==> config.mk <==
export PLATFORM = sky130hd
export DESIGN_NAME = pairld_unit
export DESIGN_NICKNAME = d
export VERILOG_FILES = /design/src/rtl/pairld_pkg.sv /design/src/rtl/pairld_decode.sv /design/src/rtl/pairld_agen.sv /design/src/rtl/pairld_seq.sv /design/src/rtl/pairld_unit.sv
export SDC_FILE = /design/constraint.sdc
export NUM_CORES = 1
export LEC_CHECK = 0
export BUFFER_PORTS_ARGS = -buffer_cell sky130_fd_sc_hd__clkbuf_2
export CAP_MARGIN = 30
export CORE_MARGIN = 2
export CORE_UTILIZATION = 30
export CTS_BUF_LIST = sky130_fd_sc_hd__clkbuf_8
export CTS_CLUSTER_SIZE = 40
export DETAILED_ROUTE_END_ITERATION = 10
export PLACE_DENSITY = 0.46
export SYNTH_ARGS = -nofsm -noshare
export SYNTH_HDL_FRONTEND = slang
export SYNTH_SLANG_ARGS = --single-unit
==> constraint.sdc <==
create_clock -name clk -period 5 [get_ports clk]
set_clock_uncertainty 0.15 [all_clocks]
set_input_delay 0.25 -clock clk [delete_from_list [all_inputs] [get_ports clk]]
set_output_delay 0.25 -clock clk [all_outputs]
set_load 0.01 [all_outputs]
==> src/rtl/pairld_pkg.sv <==
package pairld_pkg;

   typedef enum logic [1:0] {
      EXC_NONE      = 2'd0,
      EXC_UNDEF     = 2'd1,
      EXC_SP_ALIGN  = 2'd2,
      EXC_MEM_FAULT = 2'd3
   } exc_e;

   typedef enum logic [2:0] {
      ST_IDLE,
      ST_RD_LO,
      ST_RD_HI,
      ST_WR_LO,
      ST_WR_HI,
      ST_FAULT
   } state_e;

endpackage

==> src/rtl/pairld_decode.sv <==
module pairld_decode #(
   parameter int unsigned INSN_W = 32,
   parameter int unsigned IMM_W  = 7,
   parameter int unsigned REG_AW = 5
) (
   input  logic [INSN_W-1:0] insn,
   output logic              dword,
   output logic [IMM_W-1:0]  imm,
   output logic [REG_AW-1:0] rt,
   output logic [REG_AW-1:0] rt2,
   output logic [REG_AW-1:0] rn,
   output logic              undef
);
   localparam int unsigned RN_LSB    = REG_AW;
   localparam int unsigned RT2_LSB   = 2 * REG_AW;
   localparam int unsigned IMM_LSB   = 3 * REG_AW;
   localparam int unsigned LOAD_BIT  = IMM_LSB + IMM_W;
   localparam int unsigned FIXED_LSB = LOAD_BIT + 1;
   localparam int unsigned FIXED_W   = 7;
   localparam int unsigned OPC_LSB   = FIXED_LSB + FIXED_W;
   localparam logic [FIXED_W-1:0] FIXED_PAT = 7'b1010000;

   if (OPC_LSB + 2 != INSN_W) begin : g_bad_layout
      $error("pairld_decode: field layout does not fill the instruction word");
   end

   logic match;

   always_comb begin
      rt    = insn[0 +: REG_AW];
      rn    = insn[RN_LSB +: REG_AW];
      rt2   = insn[RT2_LSB +: REG_AW];
      imm   = insn[IMM_LSB +: IMM_W];
      dword = insn[OPC_LSB + 1];
      match = (insn[FIXED_LSB +: FIXED_W] == FIXED_PAT) && insn[LOAD_BIT];
      undef = !match || insn[OPC_LSB] || (rt == rt2);
   end

endmodule

==> src/rtl/pairld_agen.sv <==
module pairld_agen #(
   parameter int unsigned XLEN          = 64,
   parameter int unsigned IMM_W         = 7,
   parameter int unsigned REG_AW        = 5,
   parameter int unsigned SP_ALIGN_BITS = 4,
   parameter bit          SP_CHECK      = 1'b1
) (
   input  logic [REG_AW-1:0] rn,
   input  logic [XLEN-1:0]   gpr_val,
   input  logic [XLEN-1:0]   sp_val,
   input  logic [IMM_W-1:0]  imm,
   input  logic              dword,
   output logic [XLEN-1:0]   addr,
   output logic              sp_fault
);
   localparam logic [REG_AW-1:0] SP_IDX = '1;

   if (SP_ALIGN_BITS < 1 || SP_ALIGN_BITS >= XLEN) begin : g_bad_align
      $error("pairld_agen: SP_ALIGN_BITS out of range");
   end
   if (IMM_W + 3 >= XLEN) begin : g_bad_imm
      $error("pairld_agen: immediate too wide for XLEN");
   end

   logic            use_sp;
   logic [XLEN-1:0] base;
   logic [XLEN-1:0] imm_sx;
   logic [XLEN-1:0] offset;

   always_comb begin
      use_sp = (rn == SP_IDX);
      base   = use_sp ? sp_val : gpr_val;
      imm_sx = {{(XLEN-IMM_W){imm[IMM_W-1]}}, imm};
      offset = dword ? (imm_sx << 3) : (imm_sx << 2);
      addr   = base + offset;
   end

   if (SP_CHECK) begin : g_sp_check
      assign sp_fault = use_sp && (|sp_val[SP_ALIGN_BITS-1:0]);
   end else begin : g_no_sp_check
      assign sp_fault = 1'b0;
   end

endmodule

==> src/rtl/pairld_seq.sv <==
module pairld_seq
   import pairld_pkg::*;
#(
   parameter int unsigned XLEN   = 64,
   parameter int unsigned REG_AW = 5
) (
   input  logic              clk,
   input  logic              rst_n,
   input  logic              insn_valid,
   output logic              insn_ready,
   input  logic              dec_undef,
   input  logic              dec_dword,
   input  logic [REG_AW-1:0] dec_rt,
   input  logic [REG_AW-1:0] dec_rt2,
   input  logic              sp_fault,
   input  logic [XLEN-1:0]   addr1,
   output logic              mem_req,
   output logic [XLEN-1:0]   mem_addr,
   output logic              mem_size,
   input  logic              mem_ack,
   input  logic [XLEN-1:0]   mem_rdata,
   input  logic              mem_err,
   output logic              rf_we,
   output logic [REG_AW-1:0] rf_wa,
   output logic [XLEN-1:0]   rf_wd,
   output logic              exc_valid,
   output logic [1:0]        exc_code,
   output logic              op_done
);
   localparam int unsigned WORD_W = 32;
   localparam logic [XLEN-1:0] WORD_BYTES  = XLEN'(4);
   localparam logic [XLEN-1:0] DWORD_BYTES = XLEN'(8);

   if (XLEN < 64) begin : g_bad_xlen
      $error("pairld_seq: XLEN must hold a doubleword");
   end

   state_e            state_q;
   logic [XLEN-1:0]   addr_q;
   logic              dword_q;
   logic [REG_AW-1:0] rt_q, rt2_q;
   logic [XLEN-1:0]   d_lo_q, d_hi_q;
   exc_e              exc_q;
   logic [XLEN-1:0]   rd_val;
   logic              accept;

   always_comb begin
      accept = insn_valid && (state_q == ST_IDLE);
      rd_val = dword_q ? mem_rdata : {{(XLEN-WORD_W){1'b0}}, mem_rdata[WORD_W-1:0]};
   end

   always_ff @(posedge clk or negedge rst_n) begin
      if (!rst_n) begin
         state_q <= ST_IDLE;
         addr_q  <= '0;
         dword_q <= 1'b0;
         rt_q    <= '0;
         rt2_q   <= '0;
         d_lo_q  <= '0;
         d_hi_q  <= '0;
         exc_q   <= EXC_NONE;
      end else begin
         case (state_q)
            ST_IDLE: if (accept) begin
               dword_q <= dec_dword;
               rt_q    <= dec_rt;
               rt2_q   <= dec_rt2;
               addr_q  <= addr1;
               if (dec_undef) begin
                  exc_q   <= EXC_UNDEF;
                  state_q <= ST_FAULT;
               end else if (sp_fault) begin
                  exc_q   <= EXC_SP_ALIGN;
                  state_q <= ST_FAULT;
               end else begin
                  state_q <= ST_RD_LO;
               end
            end
            ST_RD_LO: if (mem_ack) begin
               if (mem_err) begin
                  exc_q   <= EXC_MEM_FAULT;
                  state_q <= ST_FAULT;
               end else begin
                  d_lo_q  <= rd_val;
                  addr_q  <= addr_q + (dword_q ? DWORD_BYTES : WORD_BYTES);
                  state_q <= ST_RD_HI;
               end
            end
            ST_RD_HI: if (mem_ack) begin
               if (mem_err) begin
                  exc_q   <= EXC_MEM_FAULT;
                  state_q <= ST_FAULT;
               end else begin
                  d_hi_q  <= rd_val;
                  state_q <= ST_WR_LO;
               end
            end
            ST_WR_LO: state_q <= ST_WR_HI;
            ST_WR_HI: state_q <= ST_IDLE;
            ST_FAULT: state_q <= ST_IDLE;
            default:  state_q <= ST_IDLE;
         endcase
      end
   end

   always_comb begin
      insn_ready = (state_q == ST_IDLE);
      mem_req    = (state_q == ST_RD_LO) || (state_q == ST_RD_HI);
      mem_addr   = addr_q;
      mem_size   = dword_q;
      rf_we      = (state_q == ST_WR_LO) || (state_q == ST_WR_HI);
      rf_wa      = (state_q == ST_WR_HI) ? rt2_q : rt_q;
      rf_wd      = (state_q == ST_WR_HI) ? d_hi_q : d_lo_q;
      op_done    = (state_q == ST_WR_HI);
      exc_valid  = (state_q == ST_FAULT);
      exc_code   = exc_valid ? exc_q : EXC_NONE;
   end


   undef_fault_chk: assert property (@(posedge clk) disable iff (!rst_n)
      (insn_valid && insn_ready && dec_undef) |=>
         (exc_valid && exc_code == EXC_UNDEF && !mem_req && !rf_we));


   sp_align_fault_chk: assert property (@(posedge clk) disable iff (!rst_n)
      (insn_valid && insn_ready && !dec_undef && sp_fault) |=>
         (exc_valid && exc_code == EXC_SP_ALIGN && !mem_req));


   second_addr_chk: assert property (@(posedge clk) disable iff (!rst_n)
      (state_q == ST_RD_LO && mem_ack && !mem_err) |=>
         (mem_req && mem_addr == $past(mem_addr) + (mem_size ? DWORD_BYTES : WORD_BYTES)));


   mem_fault_chk: assert property (@(posedge clk) disable iff (!rst_n)
      (mem_req && mem_ack && mem_err) |=>
         (exc_valid && exc_code == EXC_MEM_FAULT && !rf_we));


   pair_write_chk: assert property (@(posedge clk) disable iff (!rst_n)
      $rose(rf_we) |=> (rf_we && op_done && rf_wa == $past(rt2_q)));


   busy_ready_chk: assert property (@(posedge clk) disable iff (!rst_n)
      (mem_req || rf_we || exc_valid) |-> !insn_ready);

endmodule

==> src/rtl/pairld_unit.sv <==
module pairld_unit #(
   parameter int unsigned XLEN          = 64,
   parameter int unsigned INSN_W        = 32,
   parameter int unsigned SP_ALIGN_BITS = 4,
   parameter bit          SP_CHECK      = 1'b1
) (
   input  logic              clk,
   input  logic              rst_n,
   input  logic              insn_valid,
   output logic              insn_ready,
   input  logic [INSN_W-1:0] insn_word,
   input  logic [XLEN-1:0]   sp_value,
   output logic [4:0]        rf_rd_addr,
   input  logic [XLEN-1:0]   rf_rd_data,
   output logic              rf_we,
   output logic [4:0]        rf_wa,
   output logic [XLEN-1:0]   rf_wd,
   output logic              mem_req,
   output logic [XLEN-1:0]   mem_addr,
   output logic              mem_size,
   input  logic              mem_ack,
   input  logic [XLEN-1:0]   mem_rdata,
   input  logic              mem_err,
   output logic              exc_valid,
   output logic [1:0]        exc_code,
   output logic              op_done
);
   localparam int unsigned REG_AW = 5;
   localparam int unsigned IMM_W  = 7;

   logic              dec_dword, dec_undef, sp_fault;
   logic [IMM_W-1:0]  dec_imm;
   logic [REG_AW-1:0] dec_rt, dec_rt2, dec_rn;
   logic [XLEN-1:0]   addr1;

   pairld_decode #(.INSN_W(INSN_W), .IMM_W(IMM_W), .REG_AW(REG_AW)) u_decode (
      .insn  (insn_word),
      .dword (dec_dword),
      .imm   (dec_imm),
      .rt    (dec_rt),
      .rt2   (dec_rt2),
      .rn    (dec_rn),
      .undef (dec_undef)
   );

   assign rf_rd_addr = dec_rn;

   pairld_agen #(
      .XLEN(XLEN), .IMM_W(IMM_W), .REG_AW(REG_AW),
      .SP_ALIGN_BITS(SP_ALIGN_BITS), .SP_CHECK(SP_CHECK)
   ) u_agen (
      .rn       (dec_rn),
      .gpr_val  (rf_rd_data),
      .sp_val   (sp_value),
      .imm      (dec_imm),
      .dword    (dec_dword),
      .addr     (addr1),
      .sp_fault (sp_fault)
   );

   pairld_seq #(.XLEN(XLEN), .REG_AW(REG_AW)) u_seq (
      .clk        (clk),
      .rst_n      (rst_n),
      .insn_valid (insn_valid),
      .insn_ready (insn_ready),
      .dec_undef  (dec_undef),
      .dec_dword  (dec_dword),
      .dec_rt     (dec_rt),
      .dec_rt2    (dec_rt2),
      .sp_fault   (sp_fault),
      .addr1      (addr1),
      .mem_req    (mem_req),
      .mem_addr   (mem_addr),
      .mem_size   (mem_size),
      .mem_ack    (mem_ack),
      .mem_rdata  (mem_rdata),
      .mem_err    (mem_err),
      .rf_we      (rf_we),
      .rf_wa      (rf_wa),
      .rf_wd      (rf_wd),
      .exc_valid  (exc_valid),
      .exc_code   (exc_code),
      .op_done    (op_done)
   );

endmodule

== After elaboration in Yosys (flattened, before gate mapping) ==
Cells that the tools add are included.

* Flip-flop bits (word level): 208
* Logic and storage cells: 70

* Bitwise operators: 1
* Equality and inequality tests: 15
* Reduce and logical (&&, ||, !) cells: 19
* Multiplexer cells: 25
* Add/sub/neg operators: 2

{| class="wikitable"
|+ Operators by type and width
! operator !! count
|-
| two-way mux 64 bit || 6
|-
| adder 64 bit || 2
|-
| one-hot mux 64 bit (2 select lines) || 1
|-
| two-way mux 3 bit || 7
|-
| two-way mux 2 bit || 6
|-
| one-hot mux 3 bit (4 select lines) || 1
|-
| two-way mux 9 bit || 1
|-
| AND reduction 3 bit || 3
|-
| == test 7 bit, second input constant || 1
|-
| == test 3 x 2 -> 1 bit, second input constant || 2
|-
| == test 3 bit, second input constant || 2
|-
| inequality test 2 x 1 -> 1 bit, second input constant || 3
|-
| inequality test 2 bit, second input constant || 3
|-
| == test 5 bit || 1
|-
| == test 5 bit, second input constant || 1
|-
| two-way mux 5 bit || 1
|-
| AND reduction 5 bit || 1
|-
| logical OR 1 bit || 4
|-
| two-way mux 4 bit || 1
|-
| one-hot mux 2 bit (2 select lines) || 1
|-
| AND reduction 4 bit || 1
|-
| nonzero test 2 bit || 2
|-
| OR reduction 4 bit || 1
|-
| == test 3 x 1 -> 1 bit, second input constant || 1
|-
| 7 further kinds || 9
|}

== Logic depth before layout (Yosys ltp) ==
* Depth in word-level cells: 8
* Depth in mapped cells: 16
* Mapped depth without buffers: 14

== Hierarchy ==
Synthesis repeated with hierarchy kept, for this count alone.

* Cells, all modules: 1,871
* Area, all modules: 15,673.8 um^2

{| class="wikitable"
|+ By module, submodules not included
! module !! cells each !! area each (um^2) !! times used
|-
| pairld_seq || 1,185 || 10,725.3 || 1
|-
| pairld_agen || 653 || 4,687.0 || 1
|-
| pairld_decode || 33 || 261.5 || 1
|}

== Worst setup path before layout ==
Ideal clock, no wire load.

* Path kind: input port to flip-flop
* Start: in insn_word[7]
* End: reg u_seq.addr_q[54] (netlist: u_seq.mem_addr[54])
* Path buffers: 2
* Stages: 15
* Arrival time: 4.074 ns
* Path slack: 0.649 ns
* Required time: 4.724 ns
* Cells stage by stage: and3_1 -> nand3_1 -> clkbuf_1 -> clkbuf_1 -> mux2_2 -> ha_1 -> fa_1 -> a21o_1 -> and4_1 -> or3_1 -> a31oi_1 -> o41a_1 -> o2bb2ai_1 -> or2_1 -> a311o_1

* Word-level cells in the longest chain between the ends: 5

{| class="wikitable"
|+ RTL lines
! what !! RTL line !! text
|-
| from (decl) || pairld_unit.sv:11 || <nowiki>input logic [INSN_W-1:0] insn_word,</nowiki>
|-
| == test 5 bit || pairld_agen.sv:31 || <nowiki>use_sp = (rn == SP_IDX);</nowiki>
|-
| two-way mux 64 bit || pairld_agen.sv:32 || <nowiki>base = use_sp ? sp_val : gpr_val;</nowiki>
|-
| adder 64 bit || pairld_agen.sv:35 || <nowiki>addr = base + offset;</nowiki>
|-
| two-way mux 64 bit || pairld_seq.sv:64 || <nowiki>ST_IDLE: if (accept) begin</nowiki>
|-
| one-hot mux 64 bit (2 select lines) || pairld_seq.sv:63 || <nowiki>case (state_q)</nowiki>
|-
| to (signal assigned) || pairld_seq.sv:68 || <nowiki>addr_q <= addr1;</nowiki>
|-
| to (signal assigned) || pairld_seq.sv:85 || <nowiki>addr_q <= addr_q + (dword_q ? DWORD_BYTES : WORD_BYTES);</nowiki>
|-
| to (decl) || pairld_seq.sv:39 || <nowiki>logic [XLEN-1:0] addr_q;</nowiki>
|}

No other way between the ends. The select of a mux whose other input is x is not followed.
A chain may end at the register's enable or synchronous reset.

== Worst setup path in the final report ==
* Start: in insn_word[7]
* End: reg u_seq.addr_q[58] (netlist: u_seq.mem_addr[58])

The elaborated chain is that of the path after synthesis.

==> flow_summary_export.csv <==
group,metric,value,unit
drt,wl_per_cell,17.96,um
global_routing,grt_antenna_before_repair,2,
logic_synthesis,synth.net_count,2076,
timing,fin_crit_sh,78.89,%
logic_synthesis,yosysSeqAreaShare,34.72,%
finish,drive_gt1_share,29.56,%
setup_path,crit_type,"in -> reg",
timing,final-setup-viol-count,0,
drt,top_layer,"met4",
clock_network,clock-sinks,208,
timing,fmax,253.5,MHz
clock_network,insertion_delay,540,ps
drt,wl_met3,3578,um
floorplan,num_rows,81,
power_and_ir_drop,leakagePower,0.008995,uW
drt,post-route-drc-count,0,
timing,tightest_slew,834.0,ps
drt,wl,51820,um
logic_synthesis,ys.flop_type,"dfrtp_1",
logic_synthesis,yosys_warnings,0,
outcome,status,"finished, final reports clean",
floorplan,start_util,30.50,%
place,dp_hpwl,38230,um
logic_synthesis,ys_async_sr_fraction,100.0,%
timing,finalHoldViolations,0,
finish,nets,2493,
logic_synthesis,synth_area_leaders,"dfrtp_1 35%, mux2_2 13%, nand2_1 8.2%",
clock_network,numCtsBuffers,40,
timing,maxSlewHeadroom,44.40,%
finish,areaGrowthSynthToFinish,27.59,%
floorplan,io_pins,375,
global_routing,grt_use_total,19.41,%
global_routing,grt_max_degree,108,
drt,via_per_inst,5.059,
logic_synthesis,netlist.top_cell.by_area,"dfrtp_1",
setup_path,crit_required,5300,ps
logic_synthesis,yosysMostFrequentCell,"nand2_1",
global_routing,gr-total-overflow,0,
timing,fin_tns_setup,0,ps
clock_network,cts_root_buf,"clkbuf_8",
floorplan,dieArea,51780,sq um
timing,hold_ws,67.67,ps
clock_network,path_clk_slew,60,ps
timing,rsz0062_at_grt,"no",
timing,min_period,3945,ps
setup_path,path_max_fanout,26,
worst_hold_path,min_path_type,"in -> reg",
clock_network,cts_setup_buffers,0,
logic_synthesis,synth_area,14990,sq um
clock_network,clock_path_buffers,3,
finish,final_util,38.92,%
power_and_ir_drop,vdd_drop_max,206.2,uV
place,globalplace.congestion,0.8953,
floorplan,die_w,227.5,um
logic_synthesis,avgSynthCellArea,8.441,sq um
setup_path,cp.arrival,4240,ps
setup_path,start_kind,"input pin",
drt,m1WireLength,23560,um
logic_synthesis,synth_common_cells,"327 x nand2_1, 208 x dfrtp_1, 168 x mux2_2",
clock_network,cts_tree,"built",
job,cap_violations,0,
drt,drt_iter0_drc,858,
logic_synthesis,synth_cell_types,82,
drt,dr.pass1.iters,5,
drt,met2WireLength,23430,um
place,numPortBuffers,374,
drt,num_vias,14600,
timing,maxSlewViolCount,0,
power_and_ir_drop,power_density,461.2,nW/um^2
logic_synthesis,syn_inst,1776,
finish,fill_cells,5130,
logic_synthesis,synth_top_cell_area_share,34.72,%
clock_network,cts_max_level,2,
global_routing,grt_pass1_wl,79320,um
global_routing,grt_pass1_vias,14190,
floorplan,die_y,227.5,um
drt,postRouteAntennaNets,0,
power_and_ir_drop,p_total,8821,uW
logic_synthesis,synth_edf_count,0,
logic_synthesis,ys_ff_latch,208,
floorplan,core-area,49150,sq um
setup_path,crit_path_end_kind,"flop",
## path summary, 6_finish.rpt
kind,from,to,slack [ps],depth (start not counted)
min in group asynchronous,rst_n,u_seq.d_hi_q[18],180,2
worst max-delay path,insn_word[7],u_seq.mem_addr[58],1060,16
max in group asynchronous,rst_n,u_seq.mem_addr[7],3330,3
worst min register to register,u_seq.d_lo_q[6],u_seq.d_lo_q[6],320,2
worst max register to register,u_seq.mem_size,u_seq.mem_addr[54],1310,11
worst min-delay path,insn_valid,u_seq.state_q[2],70,4
## sequential cells by signal (all words and copies together) (netlist names)
register,cells
u_seq.d_hi_q,64
u_seq.d_lo_q,64
u_seq.exc_q,2
u_seq.mem_addr,64
u_seq.mem_size,1
u_seq.rt2_q,5
u_seq.rt_q,5
u_seq.state_q,3
## timing repair
action / 4_1_cts / 5_1_grt
gates resized for setup: 0 / 0
hold buffers: 83 / 0
endpoints found under the hold margin: 246 / 0
## metrics by stage
step           instances  area (sq um)  worst slack, ps
5_1_grt             2884         19130            679.9
3_3_place_gp        2732         17530            578.6
4_1_cts             2883         19120             1085
6_report            2885         19130             1055
2_1_floorplan       1776         14990            649.2
3_5_place_dp        2732         17530            494.7
## layout make-up
cell class	count	area, sq um	share of cell area [%]
Timing Repair Buffer	480	2898	15.15
Sequential cell	208	5205	27.21
Multi-Input combinational cell	1433	9310	48.67
Clock buffer	50	688.2	3.598
Antenna cell	2	5.005	0.02616
Clock inverter	18	78.83	0.4121
Inverter	30	112.6	0.5887
Tap cell	664	830.8	4.343
## cell families after synthesis
kind of cell,count (synthesis),share of synthesized area (%)
compound gates,492,19.82
xor+xnor,55,3.213
fa+ha+maj,71,6.026
buf+inv,135,3.539
flops,208,34.72
mux,175,13.09
simple gates,640,19.60
## routing by layer
metal  global-route usage (%)  vias up
met2                    31.16      446
met5                        0        -
met4                    5.482        0
li1                         -     7219
met3                    4.078       68
met1                    26.31     6862
## placed cells by master, fill, tap and decap left out, drive strengths merged, types with 6 or more instances in the layout
cell	n
a211oi	11
a21o	26
a21oi	151
a221oi	6
a22oi	6
a31oi	18
and2	20
and3	24
and4	6
buf	24
clkbuf	423
dfrtp	208
dlygate4sd3	83
ha	69
inv	45
mux2	168
mux2i	7
nand2	328
nand3	48
nand4	23
nor2	108
nor2b	9
nor3	30
nor4	9
o211ai	7
o21a	12
o21ai	163
o21bai	14
o22ai	18
o31ai	6
or2	6
or3	10
xnor2	28
xor2	27
## worst max-delay path, stage by stage
cell	delay, ps
clkbuf_2	90
and3_1	200
nand3_4	260
buf_4	310
buf_4	360
mux2_2	390
ha_1	390
nand2_1	120
o21ai_0	360
o21bai_1	200
a21oi_1	140
nand3b_1	190
o2bb2ai_1	320
nand2_1	120
a2111o_1	430
o211ai_1	80
## report_power, final
group	leakage, uW	switching, uW	internal (uW)
registers	0.00263	622	2370
logic	0.00592	2480	1710
clock network	0.000447	744	894
(Power assumes the default switching activity.)
